`config.mk`:
```
export PLATFORM = sky130hd
export DESIGN_NAME = line_diag_select
export DESIGN_NICKNAME = d
export VERILOG_FILES = /design/src/rtl/lds_pkg.sv /design/src/rtl/lds_diag_div.sv /design/src/rtl/lds_tx_check.sv /design/src/rtl/lds_edge_count.sv /design/src/rtl/lds_diag_fsm.sv /design/src/rtl/line_diag_select.sv
export SDC_FILE = /design/constraint.sdc
export NUM_CORES = 1
export LEC_CHECK = 0
export ABC_AREA = 0
export BUFFER_PORTS_ARGS = -buffer_cell sky130_fd_sc_hd__buf_2
export CORE_MARGIN = 4
export CORE_UTILIZATION = 63
export DETAILED_ROUTE_END_ITERATION = 10
export GPL_TIMING_DRIVEN = 0
export PLACE_DENSITY = 0.86
export SKIP_CTS_REPAIR_TIMING = 1
export SLEW_MARGIN = 20
export SYNTH_ARGS = -nofsm -noshare
export SYNTH_HDL_FRONTEND = slang
export SYNTH_SLANG_ARGS = --single-unit
```
`constraint.sdc`:
```
create_clock -name clk -period 3.2 [get_ports clk]
set_clock_uncertainty 0.2 [all_clocks]
set_input_delay 0.48 -clock clk [delete_from_list [all_inputs] [get_ports clk]]
set_output_delay 0.48 -clock clk [all_outputs]
set_load 0.02 [all_outputs]
```
`src/rtl/lds_pkg.sv`:
```
package lds_pkg;

    typedef enum logic [1:0] {
        DG_NORMAL  = 2'b00,
        DG_RX1_BAD = 2'b01,
        DG_RX2_BAD = 2'b10,
        DG_MAJOR   = 2'b11
    } diag_st_t;

    typedef enum logic [1:0] {
        SRC_DIFF = 2'b00,
        SRC_RX2  = 2'b01,
        SRC_RX1  = 2'b10
    } src_t;

    localparam logic [1:0] MODE_AUTO = 2'b11;

    // line vector index order used throughout
    localparam int LINE_DIFF = 0;
    localparam int LINE_RX2  = 1;
    localparam int LINE_RX1  = 2;
    localparam int N_LINES   = 3;

endpackage

```
`src/rtl/lds_diag_div.sv`:
```
module lds_diag_div #(
    parameter int CODE_MAX  = 10,
    parameter int MIN_SHIFT = 6
) (
    input  logic       clk,
    input  logic       rst_n,
    input  logic       tick,
    input  logic [3:0] code,
    output logic       edge_o
);
    localparam int DIV_W = CODE_MAX + MIN_SHIFT + 1;

    logic [3:0]       code_c;
    logic [4:0]       shift;
    logic [DIV_W-1:0] limit;
    logic [DIV_W-1:0] cnt;

    assign code_c = (code > 4'(CODE_MAX)) ? 4'(CODE_MAX) : code;
    assign shift  = {1'b0, code_c} + 5'(MIN_SHIFT);
    assign limit  = (DIV_W'(1) << shift) - DIV_W'(1);

    always_ff @(posedge clk or negedge rst_n) begin
        if (!rst_n) begin
            cnt    <= '0;
            edge_o <= 1'b0;
        end else begin
            edge_o <= 1'b0;
            if (tick) begin
                if (cnt >= limit) begin
                    cnt    <= '0;
                    edge_o <= 1'b1;
                end else begin
                    cnt <= cnt + DIV_W'(1);
                end
            end
        end
    end

endmodule

```
`src/rtl/lds_tx_check.sv`:
```
module lds_tx_check #(
    parameter int TX_DLY = 2
) (
    input  logic clk,
    input  logic rst_n,
    input  logic tick,
    input  logic tx_l,
    input  logic rx1_l,
    input  logic rx2_l,
    output logic chk_o,
    output logic bad1_o,
    output logic bad2_o
);
    localparam int DW = $clog2(TX_DLY + 1);

    logic          tx_prev;
    logic [DW-1:0] pend;

    always_ff @(posedge clk or negedge rst_n) begin
        if (!rst_n) begin
            tx_prev <= 1'b1;
            pend    <= '0;
            chk_o   <= 1'b0;
            bad1_o  <= 1'b0;
            bad2_o  <= 1'b0;
        end else begin
            tx_prev <= tx_l;
            chk_o   <= 1'b0;
            bad1_o  <= 1'b0;
            bad2_o  <= 1'b0;
            if (tx_l && !tx_prev) begin
                pend <= DW'(TX_DLY);
            end else if (tick && pend != '0) begin
                pend <= pend - DW'(1);
                if (pend == DW'(1)) begin
                    chk_o  <= 1'b1;
                    bad1_o <= (rx1_l != tx_l);
                    bad2_o <= (rx2_l != tx_l);
                end
            end
        end
    end

endmodule

```
`src/rtl/lds_edge_count.sv`:
```
module lds_edge_count #(
    parameter int EDGE_MIN = 4,
    parameter int N_LINES  = 3
) (
    input  logic               clk,
    input  logic               rst_n,
    input  logic [N_LINES-1:0] lines,
    input  logic [N_LINES-1:0] sel_mask,
    input  logic               clr,
    output logic               enough_o
);
    localparam int CW = $clog2(EDGE_MIN + 1);

    logic [N_LINES-1:0] prev;
    logic [CW-1:0]      cnt;
    logic               hit;

    assign hit      = |((lines ^ prev) & sel_mask);
    assign enough_o = (cnt >= CW'(EDGE_MIN));

    always_ff @(posedge clk or negedge rst_n) begin
        if (!rst_n) begin
            prev <= '1;
            cnt  <= '0;
        end else begin
            prev <= lines;
            if (clr) begin
                cnt <= hit ? CW'(1) : '0;
            end else if (hit && cnt < CW'(EDGE_MIN)) begin
                cnt <= cnt + CW'(1);
            end
        end
    end

endmodule

```
`src/rtl/lds_diag_fsm.sv`:
```
module lds_diag_fsm
    import lds_pkg::*;
(
    input  logic     clk,
    input  logic     rst_n,
    input  logic     auto_en,
    input  logic     diag_edge,
    input  logic     enough,
    input  logic     chk,
    input  logic     bad1,
    input  logic     bad2,
    input  logic     ri,
    output diag_st_t state
);
    diag_st_t state_n;
    logic     good_run;
    logic     per_fail;
    logic     tx_f1, tx_f2, sync_f, clean, restore;

    assign tx_f1   = chk & bad1;
    assign tx_f2   = chk & bad2;
    assign sync_f  = diag_edge & ~enough;
    assign clean   = diag_edge & enough & ~per_fail & ~tx_f1 & ~tx_f2;
    assign restore = (auto_en & clean & good_run) | (~auto_en & ri);

    // state register
    always_ff @(posedge clk or negedge rst_n) begin
        if (!rst_n) begin
            state <= DG_NORMAL;
        end else begin
            state <= state_n;
        end
    end

    // period bookkeeping for the recovery rule
    always_ff @(posedge clk or negedge rst_n) begin
        if (!rst_n) begin
            good_run <= 1'b0;
            per_fail <= 1'b0;
        end else begin
            if (diag_edge) begin
                good_run <= clean;
                per_fail <= 1'b0;
            end else if (tx_f1 || tx_f2) begin
                per_fail <= 1'b1;
            end
        end
    end

    // transitions
    always_comb begin
        state_n = state;
        unique case (state)
            DG_NORMAL: begin
                if (sync_f || (tx_f1 && tx_f2)) state_n = DG_MAJOR;    // FAULT_BOTH
                else if (tx_f1)                 state_n = DG_RX1_BAD;  // FAULT_ONE
                else if (tx_f2)                 state_n = DG_RX2_BAD;  // FAULT_ONE
            end
            DG_RX1_BAD: begin
                if (sync_f || tx_f2)            state_n = DG_MAJOR;
                else if (!tx_f1 && restore)     state_n = DG_NORMAL;
            end
            DG_RX2_BAD: begin
                if (sync_f || tx_f1)            state_n = DG_MAJOR;
                else if (!tx_f2 && restore)     state_n = DG_NORMAL;
            end
            DG_MAJOR: begin
                if (!sync_f && !tx_f1 && !tx_f2 && restore) state_n = DG_NORMAL;
            end
        endcase
    end

endmodule

```
`src/rtl/line_diag_select.sv`:
```
module line_diag_select
    import lds_pkg::*;
#(
    parameter int CODE_MAX  = 10,
    parameter int MIN_SHIFT = 6,
    parameter int EDGE_MIN  = 4,
    parameter int TX_DLY    = 2
) (
    input  logic       clk,
    input  logic       rst_n,
    input  logic       ts_tick,
    input  logic [1:0] mode,
    input  logic [3:0] sdc_code,
    input  logic       inv_tx,
    input  logic       inv_rx,
    input  logic       tx_data,
    input  logic       rx1_raw,
    input  logic       rx2_raw,
    input  logic       rxd_raw,
    input  logic       ri_pulse,
    output logic       txd_out,
    output logic       rx_data,
    output logic [1:0] rx_src,
    output logic [1:0] diag_state,
    output logic       diag_edge
);
    logic [N_LINES-1:0] raw_v;
    logic [N_LINES-1:0] lines;
    logic [N_LINES-1:0] sel_mask;
    src_t               src;
    diag_st_t           state;
    logic               auto_en;
    logic               edge_ok;
    logic               tx_chk, tx_bad1, tx_bad2;

    assign raw_v[LINE_DIFF] = rxd_raw;
    assign raw_v[LINE_RX2]  = rx2_raw;
    assign raw_v[LINE_RX1]  = rx1_raw;

    for (genvar g = 0; g < N_LINES; g++) begin : g_pol
        assign lines[g] = raw_v[g] ^ inv_rx;
    end

    assign auto_en = (mode == MODE_AUTO);
    assign txd_out = tx_data ^ inv_tx;

    lds_diag_div #(.CODE_MAX(CODE_MAX), .MIN_SHIFT(MIN_SHIFT)) div_i (
        .clk(clk), .rst_n(rst_n), .tick(ts_tick), .code(sdc_code), .edge_o(diag_edge)
    );

    lds_tx_check #(.TX_DLY(TX_DLY)) txc_i (
        .clk(clk), .rst_n(rst_n), .tick(ts_tick), .tx_l(tx_data),
        .rx1_l(lines[LINE_RX1]), .rx2_l(lines[LINE_RX2]),
        .chk_o(tx_chk), .bad1_o(tx_bad1), .bad2_o(tx_bad2)
    );

    lds_edge_count #(.EDGE_MIN(EDGE_MIN), .N_LINES(N_LINES)) ecnt_i (
        .clk(clk), .rst_n(rst_n), .lines(lines), .sel_mask(sel_mask),
        .clr(diag_edge), .enough_o(edge_ok)
    );

    lds_diag_fsm fsm_i (
        .clk(clk), .rst_n(rst_n), .auto_en(auto_en), .diag_edge(diag_edge),
        .enough(edge_ok), .chk(tx_chk), .bad1(tx_bad1), .bad2(tx_bad2),
        .ri(ri_pulse), .state(state)
    );

    // output process: routing from mode and state
    always_comb begin
        if (!auto_en) begin
            src = src_t'(mode);
        end else begin
            unique case (state)
                DG_NORMAL:  src = SRC_DIFF;
                DG_RX1_BAD: src = SRC_RX2;
                DG_RX2_BAD: src = SRC_RX1;
                DG_MAJOR:   src = SRC_DIFF;
            endcase
        end
        unique case (src)
            SRC_RX2: sel_mask = 3'b1 << LINE_RX2;
            SRC_RX1: sel_mask = 3'b1 << LINE_RX1;
            default: sel_mask = 3'b1 << LINE_DIFF;
        endcase
    end

    assign rx_data    = |(lines & sel_mask);
    assign rx_src     = src;
    assign diag_state = state;

endmodule

```
==> flow_summary.toml, run 1 <==
[worst_setup_path]
startpoint_type = "input port"
r2r_start = "div_i.cnt[15]"
cp_data_required_time_ns = 3.27
path_max_fanout = 10
worstSetupPathType = "input port to flop"
r2r_cells = 8
r2r_slack_ns = 0.76
critical_path.top_delay_family = "simple AND/OR/NAND/NOR gates"
cpMostUsedCell = "nor2_1"
critPathArrivalTime_ns = 2.76
endpoint_kind = "flop"
crit_path_max_incr_delay_ns = 0.29
path_buf_inv = 2
crit_cells = 12
path_cells = "clkbuf_1, nor2_1, nand2_1, a32oi_1, ha_1, and2_0, a221o_1, a21oi_1, o211ai_1, and2_1, buf_6, nor2_1"
cp-startpoint = "sdc_code[3]"
crit_path_end = "div_i.cnt[9]"
critPathSlowestCell = "a221o_1"
reg2reg_to = "div_i.cnt[8]"

[timing]
hold_slack_ns = -0.00631
rsz0062_at_grt = "no"
worst_pin_slew_ns = 0.725
setup_viol = 0
finalSetupTns_ns = 0
period_share = 0.842
max-slew-margin-rel = 0.516
fmax_ghz = 0.371
post-route-min-period_ns = 2.70
finalHoldViolations = 11
drv_slew = 0

[power_and_ir_drop]
cellLeakagePower_nw = 1.25
peakVddDrop_uv = 340
powerDensity_nw_per_um2 = 494
sw_frac_of_total = 0.349
p_total_mw = 1.22
internal_power_mw = 0.792
p_comb_frac = 0.312
power_frac_clock = 0.202
seqPwrFrac = 0.486
power.switching_mw = 0.424

[cts]
cts.sink_count = 34
cts_buffers = 5
cts_tree = "yes"
insertion_delay_ns = 0.33
clk_path_buf_depth = 2
cts_max_level = 2
clock-root-buffer = "clkbuf_4"
clk_pin_slew_worst_paths_ns = 0.11

[outcome]
status = "finished with violations"
violations = "negative hold slack"

[final_layout]
final_area_sq_um = 2460
fin_cells = 320
insertedDiodeCount = 0
fill_cells = 266
drive_above_1_share = 0.120
area_delta_synth_final_pct = 9.99
register_area_sq_um = 856
multi_input_area_sq_um = 1310
fin_nets = 313

[floorplan]
start_util = 0.661
die_h_um = 67.6
fp.dieW_um = 67.6
core_area_sq_um = 3390
ios = 23
die_area_sq_um = 4580
num_rows = 21

[synthesis]
syn_inst = 244
synth_seq_area_share = 0.382
synth-simple-area-share = 0.190
synth_area_per_cell_sq_um = 9.18
synth_top_family_by_area = "simple AND/OR/NAND/NOR gates"
synth_compound_area_frac = 0.144
async_reset_ff_frac = 1.00
synth-edff-count = 0
synthMuxAreaShare = 0.0140
synth_xor_area_frac = 0.0960
syn_area_sq_um = 2240
ys.flop_type = "dfrtp_1"
ys_ff_latch = 34
synthDistinctLibCells = 44
synth.yosys.warnings = 0
synthAdderAreaFrac = 0.134

[grt]
grtUsageTotal = 0.197
grt_pass1_vias = 1617
grt_pass1_wl_um = 6930
gr-total-overflow = 0
grt_max_degree = 35
antenna_found_initial = 0

[route]
wire_per_inst_um = 12.1
drc = 0
drtAntennaViolNets = 0
drt_iter0_markers = 98
dr.pass1.iters = 4
routed_wl_um = 3860
vias = 1773
viasPerCell = 5.54

[placement]
dp.cells = 312
gp_congestion = 0.844
dp_hpwl_um = 3040
placed_cell_area_sq_um = 2400
port_buffers = 19

[min_path]
hold_class = "input port to async pin"

[job]
cap_viol_max_count = 0
==> synth_stat cells (2+ instances only) <==
library cell,instances,area [sq um]
inv_1,14,52.6
nand3_1,8,40.0
o21ai_0,15,75.1
xor2_1,14,123
clkbuf_1,5,18.8
dfrtp_1,30,751
a21oi_1,12,60.1
ha_1,24,300
a22o_1,3,26.3
nor2b_1,7,43.8
conb_1,2,7.51
a21o_1,3,22.5
xnor2_1,8,70.1
nand4_1,4,25.0
nor2_1,29,109
mux2i_1,2,20.0
and3_1,7,43.8
nor4_1,3,18.8
nand2_1,18,67.6
a32oi_1,2,17.5
and2_1,2,12.5
a31oi_1,3,18.8
dfstp_2,4,105
nand2b_1,5,31.3
==> power groups by stage <==
stage               registers, mW  clock network (mW)  logic (mW)
global placement            0.596                   0       0.364
CTS                         0.593               0.252       0.381
floorplan                   0.593                   0       0.279
detailed placement          0.601                   0       0.378
global route                0.609               0.269       0.438
finish                      0.591               0.246       0.379
==> routing by layer <==
| layer | track usage | share of wire | up-vias |
|---|---|---|---|
| met5 | 0 | 0 | - |
| met4 | 0.0532 | 0.0091 | 0 |
| met3 | 0.0399 | 0.028 | 6 |
| met2 | 0.315 | 0.48 | 24 |
| met1 | 0.271 | 0.48 | 833 |
| li1 | - | - | 910 |
==> layout by cell type, fill, tap and decap left out, drive strengths merged, types with 12 or more instances in the layout <==
cell type | netlist | final
ha | 24 | 24
o21ai | 15 | 15
nor2 | 29 | 29
nand2 | 18 | 18
dfrtp | 30 | 30
a21oi | 12 | 12
xor2 | 14 | 14
buf | 1 | 20
clkbuf | 5 | 12
inv | 14 | 14
==> through the flow <==
stage | util | setup WS (ns) | hold slack [ns]
3_3_place_gp | 0.709 | 0.206 | 0.302
3_5_place_dp | 0.709 | 0.161 | 0.301
4_1_cts | 0.727 | 0.519 | 0.0287
2_1_floorplan | - | 0.490 | -0.0156
6_report | 0.727 | 0.504 | -0.00631
5_1_grt | 0.727 | 0.280 | 0.0626
==> cell type report <==
| type | count | share of cell area |
|---|---|---|
| tap | 46 | 0.0234 |
| sequential | 34 | 0.347 |
| clock inverter | 1 | 0.00203 |
| timing repair buffer | 19 | 0.0386 |
| clock buffer | 7 | 0.0223 |
| inverter | 14 | 0.0213 |
| multi-input combinational | 193 | 0.533 |
| buffer | 6 | 0.0122 |
==> state kept, by name, summed over array words and instances, names as in the netlist, 2 cells and up <==
name	cells
ecnt_i.prev	3
fsm_i.state	2
txc_i.pend	2
div_i.cnt	17
ecnt_i.cnt	3
==> cells by family (layout without fill, tap and decap cells) <==
family / after synthesis / count (layout)
AOI/OAI and AO/OA: 50 / 50
xor gates and xnor gates: 23 / 23
adders and majority gates: 24 / 24
buffers and inverters: 20 / 47
DFF: 34 / 34
muxes: 3 / 3
other: 2 / 5
and+or+nand+nor: 88 / 88
==> worst min-delay path by stage <==
stage / slack (ns) / depth (start not counted) / to / start
2_1_floorplan: -0.02 / 0 / div_i.cnt[0] / rst_n
3_3_place_gp: 0.30 / 1 / fsm_i.good_run / fsm_i.per_fail
3_5_place_dp: 0.30 / 2 / txc_i.pend[1] / txc_i.pend[1]
4_1_cts: 0.03 / 1 / div_i.cnt[11] / rst_n
5_1_grt: 0.06 / 1 / div_i.cnt[11] / rst_n
6_report: -0.006 / 1 / fsm_i.good_run / rst_n
Power figures use the tool's default switching activity.
==> run 2: changes to the inputs <==
--- a/config.mk
+++ b/config.mk
@@ -5,13 +5,13 @@
 export SDC_FILE = /design/constraint.sdc
 export NUM_CORES = 1
 export LEC_CHECK = 0
-export ABC_AREA = 0
+export ABC_AREA = 1
 export BUFFER_PORTS_ARGS = -buffer_cell sky130_fd_sc_hd__buf_2
 export CORE_MARGIN = 4
-export CORE_UTILIZATION = 63
+export CORE_UTILIZATION = 54
 export DETAILED_ROUTE_END_ITERATION = 10
 export GPL_TIMING_DRIVEN = 0
-export PLACE_DENSITY = 0.86
+export PLACE_DENSITY = 0.78
 export SKIP_CTS_REPAIR_TIMING = 1
 export SLEW_MARGIN = 20
 export SYNTH_ARGS = -nofsm -noshare
==> constraint.sdc (replaced) <==
create_clock -name clk -period 2.21 [get_ports clk]
set_clock_uncertainty 0.2 [all_clocks]
set_input_delay 0.3315 -clock clk [delete_from_list [all_inputs] [get_ports clk]]
set_output_delay 0.3315 -clock clk [all_outputs]
set_load 0.02 [all_outputs]
==> flow_summary.toml, run 2 <==
[route]
dr.pass1.iters = 4
drt_iter0_markers = 147
routed_wl_um = 5560
wire_per_inst_um = 12.2
viasPerCell = 5.11
drc = 0
drtAntennaViolNets = 0
vias = 2321

[placement]
gp_congestion = 0.862
dpl_worst_slack_ns = -0.303
placed_cell_area_sq_um = 2900
port_buffers = 21
dp.cells = 440
dp_hpwl_um = 4160

[cts]
cts_tree = "yes"
clock-root-buffer = "clkbuf_8"
cts.sink_count = 34
insertion_delay_ns = 0.28
clk_pin_slew_worst_paths_ns = 0.07
clk_path_buf_depth = 2
cts_max_level = 2
cts_buffers = 5

[synthesis]
synthTopCellsByArea = "dfrtp_1 28%, nand2_1 13%, ha_1 11%"
synth.most_common_cell = "nand2_1"
yosys.area.top_type_share = 0.278
syn_inst = 349
synth_top_area_cell = "dfrtp_1"
ys_ff_latch = 34
synthDistinctLibCells = 42
synthTopCellsByCount = "95 x nand2_1, 46 x inv_1, 30 x dfrtp_1"
synth-edff-count = 0
synth_area_per_cell_sq_um = 7.73
synth_seq_area_share = 0.317
synth.yosys.warnings = 0
syn_area_sq_um = 2700
async_reset_ff_frac = 1.00
ys.flop_type = "dfrtp_1"

[final_layout]
top_regs = "div_i.cnt (17), ecnt_i.cnt (3), ecnt_i.prev (3)"
final_common_cell = "nand2_1"
final_area_sq_um = 3210
regMostFlops = "div_i.cnt"
multi_input_area_sq_um = 1720
register_area_sq_um = 857
fin_cells = 454
insertedDiodeCount = 0
fin_nets = 426
area_delta_synth_final_pct = 18.8
drive_above_1_share = 0.261
mostFrequentLayoutCells = "91 x nand2_1, 43 x inv_1, 29 x dfrtp_1"
fill_cells = 400
largest_reg_flops = 17

[grt]
antenna_found_initial = 0
gr-total-overflow = 0
grtUsageTotal = 0.186
grt_pass1_vias = 2178
grt_pass1_wl_um = 9230
grt_max_degree = 35

[worst_setup_path]
endpoint_kind = "flop"
cp-startpoint = "sdc_code[2]"
cp_data_required_time_ns = 2.22
critPathSlowestCell = "nor4_4"
path_cells = "buf_4, nor4_4, xor2_1, ha_1, a21o_1, nor2_1, nand2_1, nand2_2, nand4_4, clkbuf_16, a21oi_2"
crit_path_max_incr_delay_ns = 0.30
path_max_fanout = 7
r2r_start = "div_i.cnt[12]"
worstSetupPathType = "input port to flop"
startpoint_type = "input port"
critPathArrivalTime_ns = 2.20

[power_and_ir_drop]
cellLeakagePower_nw = 1.66
powerDensity_nw_per_um2 = 725
p_total_mw = 2.32
peakVddDrop_uv = 529

[floorplan]
die_area_sq_um = 6190
ios = 23
fp.dieW_um = 78.7
num_rows = 25
die_h_um = 78.7
start_util = 0.564
core_area_sq_um = 4790

[timing]
max-slew-margin-rel = 0.509
setup_viol = 0
drv_slew = 0
post-route-min-period_ns = 2.19
fmax_ghz = 0.456
finalHoldViolations = 0
hold_slack_ns = 0.0983
period_share = 0.991
worst_pin_slew_ns = 0.736
final.setup.worst_slack_ns = 0.0192
rsz0062_at_grt = "yes"

[min_path]
min_from = "rx2_raw"
hold_class = "input port to flop"

[job]
cap_viol_max_count = 0

[outcome]
status = "finished clean"
## run 2: layer usage
layer,part of all wire,vias up,track usage
met3,0.031,17,0.0344
met5,0,-,0
met2,0.49,40,0.323
met1,0.45,1076,0.227
met4,0.024,0,0.0699
li1,-,1188,-
## run 2: final cells by class
| class | count | share of cell area |
|---|---|---|
| Tap cell | 67 | 0.0262 |
| Sequential cell | 34 | 0.267 |
| Clock inverter | 1 | 0.00156 |
| Inverter | 52 | 0.0609 |
| Multi-Input combinational cell | 262 | 0.538 |
| Timing Repair Buffer | 27 | 0.0664 |
| Clock buffer | 7 | 0.0269 |
| Buffer | 4 | 0.0129 |
## run 2: worst paths after layout
check,endpoint,slack (ns),depth (start not counted)
worst max-delay path,div_i.cnt[10],0.02,11
worst min-delay path,ecnt_i.prev[1],0.1,2
worst max register to register,div_i.cnt[10],0.10,9
worst min register to register,fsm_i.good_run,0.29,2
max in group asynchronous,fsm_i.state[1],0.84,2
min in group asynchronous,ecnt_i.cnt[1],0.45,2
## run 2: power by group
part | total [mW] | switching [mW] | internal (mW)
Clock | 0.466 | 0.215 | 0.251
Combinational | 0.953 | 0.567 | 0.386
Sequential | 0.905 | 0.135 | 0.770
Total | 2.32 | 0.918 | 1.41
## run 2: cell families after synthesis
| family | synth area share |
|---|---|
| DFF | 0.317 |
| and+or+nand+nor | 0.299 |
| adders and majority gates | 0.111 |
| other | 0.00278 |
| AOI/OAI and AO/OA | 0.110 |
| xor gates and xnor gates | 0.0719 |
| buffers and inverters | 0.0877 |
## run 2: worst max-delay path: cells and delay by family
family	cells	cell delay [ns]
and+or+nand+nor	5	0.75
buffers and inverters	2	0.38
adders and majority gates	1	0.27
AOI/OAI and AO/OA	2	0.27
xor gates and xnor gates	1	0.19
## run 2: through the flow
step,util,setup TNS (ns)
floorplan,-,0
global placement,0.606,-4.06
detailed placement,0.606,-4.15
CTS,0.625,-0.0967
global route,0.670,-1.66
finish,0.670,0
==> run 3: changes to the inputs <==
--- a/config.mk
+++ b/config.mk
@@ -6,12 +6,13 @@
 export NUM_CORES = 1
 export LEC_CHECK = 0
 export ABC_AREA = 1
+export ABC_CLOCK_PERIOD_IN_PS = 2210
 export BUFFER_PORTS_ARGS = -buffer_cell sky130_fd_sc_hd__buf_2
 export CORE_MARGIN = 4
-export CORE_UTILIZATION = 54
+export CORE_UTILIZATION = 50
 export DETAILED_ROUTE_END_ITERATION = 10
 export GPL_TIMING_DRIVEN = 0
-export PLACE_DENSITY = 0.78
+export PLACE_DENSITY = 0.73
 export SKIP_CTS_REPAIR_TIMING = 1
 export SLEW_MARGIN = 20
 export SYNTH_ARGS = -nofsm -noshare
==> flow_summary.toml, run 3 (synthesized netlist as in run 2, its figures left out) <==
[final_layout]
fill_cells = 420
final_util = 0.628
insertedDiodeCount = 0
final_area_sq_um = 3250
fin_cells = 459
mostFrequentLayoutCells = "92 x nand2_1, 42 x inv_1, 30 x dfrtp_1"
area_delta_synth_final_pct = 20.4
fin_nets = 428
top_regs = "div_i.cnt (17), ecnt_i.cnt (3), ecnt_i.prev (3)"
drive_above_1_share = 0.267
regMostFlops = "div_i.cnt"
largest_reg_flops = 17
final_common_cell = "nand2_1"

[power_and_ir_drop]
cellLeakagePower_nw = 1.67
p_total_mw = 2.36
power_frac_clock = 0.203
power.switching_mw = 0.931
internal_power_mw = 1.42
powerDensity_nw_per_um2 = 725
sw_frac_of_total = 0.395
peakVddDrop_uv = 535
p_comb_frac = 0.415
seqPwrFrac = 0.382

[floorplan]
die_area_sq_um = 6630
start_util = 0.522
core_area_sq_um = 5170
ios = 23
die_h_um = 81.5
fp.dieW_um = 81.5
num_rows = 26

[route]
wire_per_inst_um = 12.3
wl_met3_um = 122
routed_wl_um = 5670
drtAntennaViolNets = 0
drc = 0
dr.pass1.iters = 4
viasPerCell = 5.03
dr_wl_met2_um = 2810
drt_iter0_markers = 123
vias = 2311
drt-met1-wl_um = 2680
maxUsedRoutingLayer = "met4"

[placement]
gp_congestion = 0.811
dp_hpwl_um = 4030
placed_cell_area_sq_um = 2910
dpl_worst_slack_ns = -0.295
port_buffers = 21
dp.cells = 443

[cts]
clk_path_buf_depth = 2
clk_pin_slew_worst_paths_ns = 0.07
insertion_delay_ns = 0.29
cts_max_level = 2
clock-root-buffer = "clkbuf_8"
cts_tree = "yes"
cts_buffers = 5
cts.sink_count = 34

[timing]
finalSetupTns_ns = -0.0202
drv_slew = 0
period_share = 1.00
rsz0062_at_grt = "yes"
final.setup.worst_slack_ns = -0.00958
finalHoldViolations = 0
worst_pin_slew_ns = 0.765
max-slew-margin-rel = 0.490
setup_viol = 5
post-route-min-period_ns = 2.22
hold_slack_ns = 0.0852
fmax_ghz = 0.451

[outcome]
status = "finished with violations"
violations = "negative setup slack"

[grt]
grt_pass1_wl_um = 9030
grt_max_degree = 35
antenna_found_initial = 0
gr-total-overflow = 0
grtUsageTotal = 0.174
grt_pass1_vias = 2100

[worst_setup_path]
cp_data_required_time_ns = 2.20
endpoint_kind = "flop"
cp-startpoint = "sdc_code[3]"
r2r_start = "div_i.cnt[11]"
worstSetupPathType = "input port to flop"
reg2reg_to = "div_i.edge_o"
critPathArrivalTime_ns = 2.21
path_max_fanout = 8
r2r_slack_ns = 0.06
r2r_cells = 10
startpoint_type = "input port"

[min_path]
min_from = "rx2_raw"
hold_depth = 2
hold_class = "input port to flop"
whs_endpoint = "ecnt_i.prev[1]"

[job]
cap_viol_max_count = 0
[run 3: cell types whose count changed in the layout (fill, tap and decap cells not counted), sizes merged]
cell  change
buf       +2
[run 3: worst max-delay path, stage by stage]
cell and delay (ns):
buf_12 0.12, nor4_4 0.28, xnor2_1 0.11, ha_1 0.33
nand2_1 0.08, nand2_1 0.05, nand2_1 0.07, nand2_2 0.07
a21oi_4 0.20, nand4_4 0.23, clkbuf_16 0.24, nand2_4 0.05
inv_2 0.02
[run 3: layer usage]
metal  vias to the layer above  track usage
li1                       1195            -
met1                      1080        0.226
met2                        30        0.300
met3                         6       0.0296
met4                         0       0.0405
met5                         -            0
[run 3: how the worst max path moves through the flow]
| stage | end | slack (ns) | cells past startpoint |
|---|---|---|---|
| 2_1_floorplan | rx_data | 0.04 | 8 |
| 3_3_place_gp | div_i.edge_o | -0.29 | 12 |
| 3_5_place_dp | div_i.edge_o | -0.30 | 12 |
| 4_1_cts | rx_data | -0.10 | 8 |
| 5_1_grt | rx_data | -0.11 | 9 |
| 6_report | div_i.edge_o | -0.01 | 13 |
[run 3: power by group through the flow]
stage	clock network, mW	registers (mW)	logic [mW]
floorplan	0	0.894	0.655
global placement	0	0.905	0.828
detailed placement	0	0.911	0.854
CTS	0.496	0.900	0.859
global route	0.520	0.923	1.12
finish	0.477	0.900	0.978
[run 3: layout make-up]
class	instances	area [sq um]	area share
multi-input cells	262	1750	0.538
flip-flops and latches	34	856	0.264
repair buffers	29	228	0.0701
inverters	52	195	0.0601
well taps	70	87.6	0.0270
clock buffers	7	86.3	0.0266
plain buffers	4	41.3	0.0127
clock inverters	1	5.00	0.00154
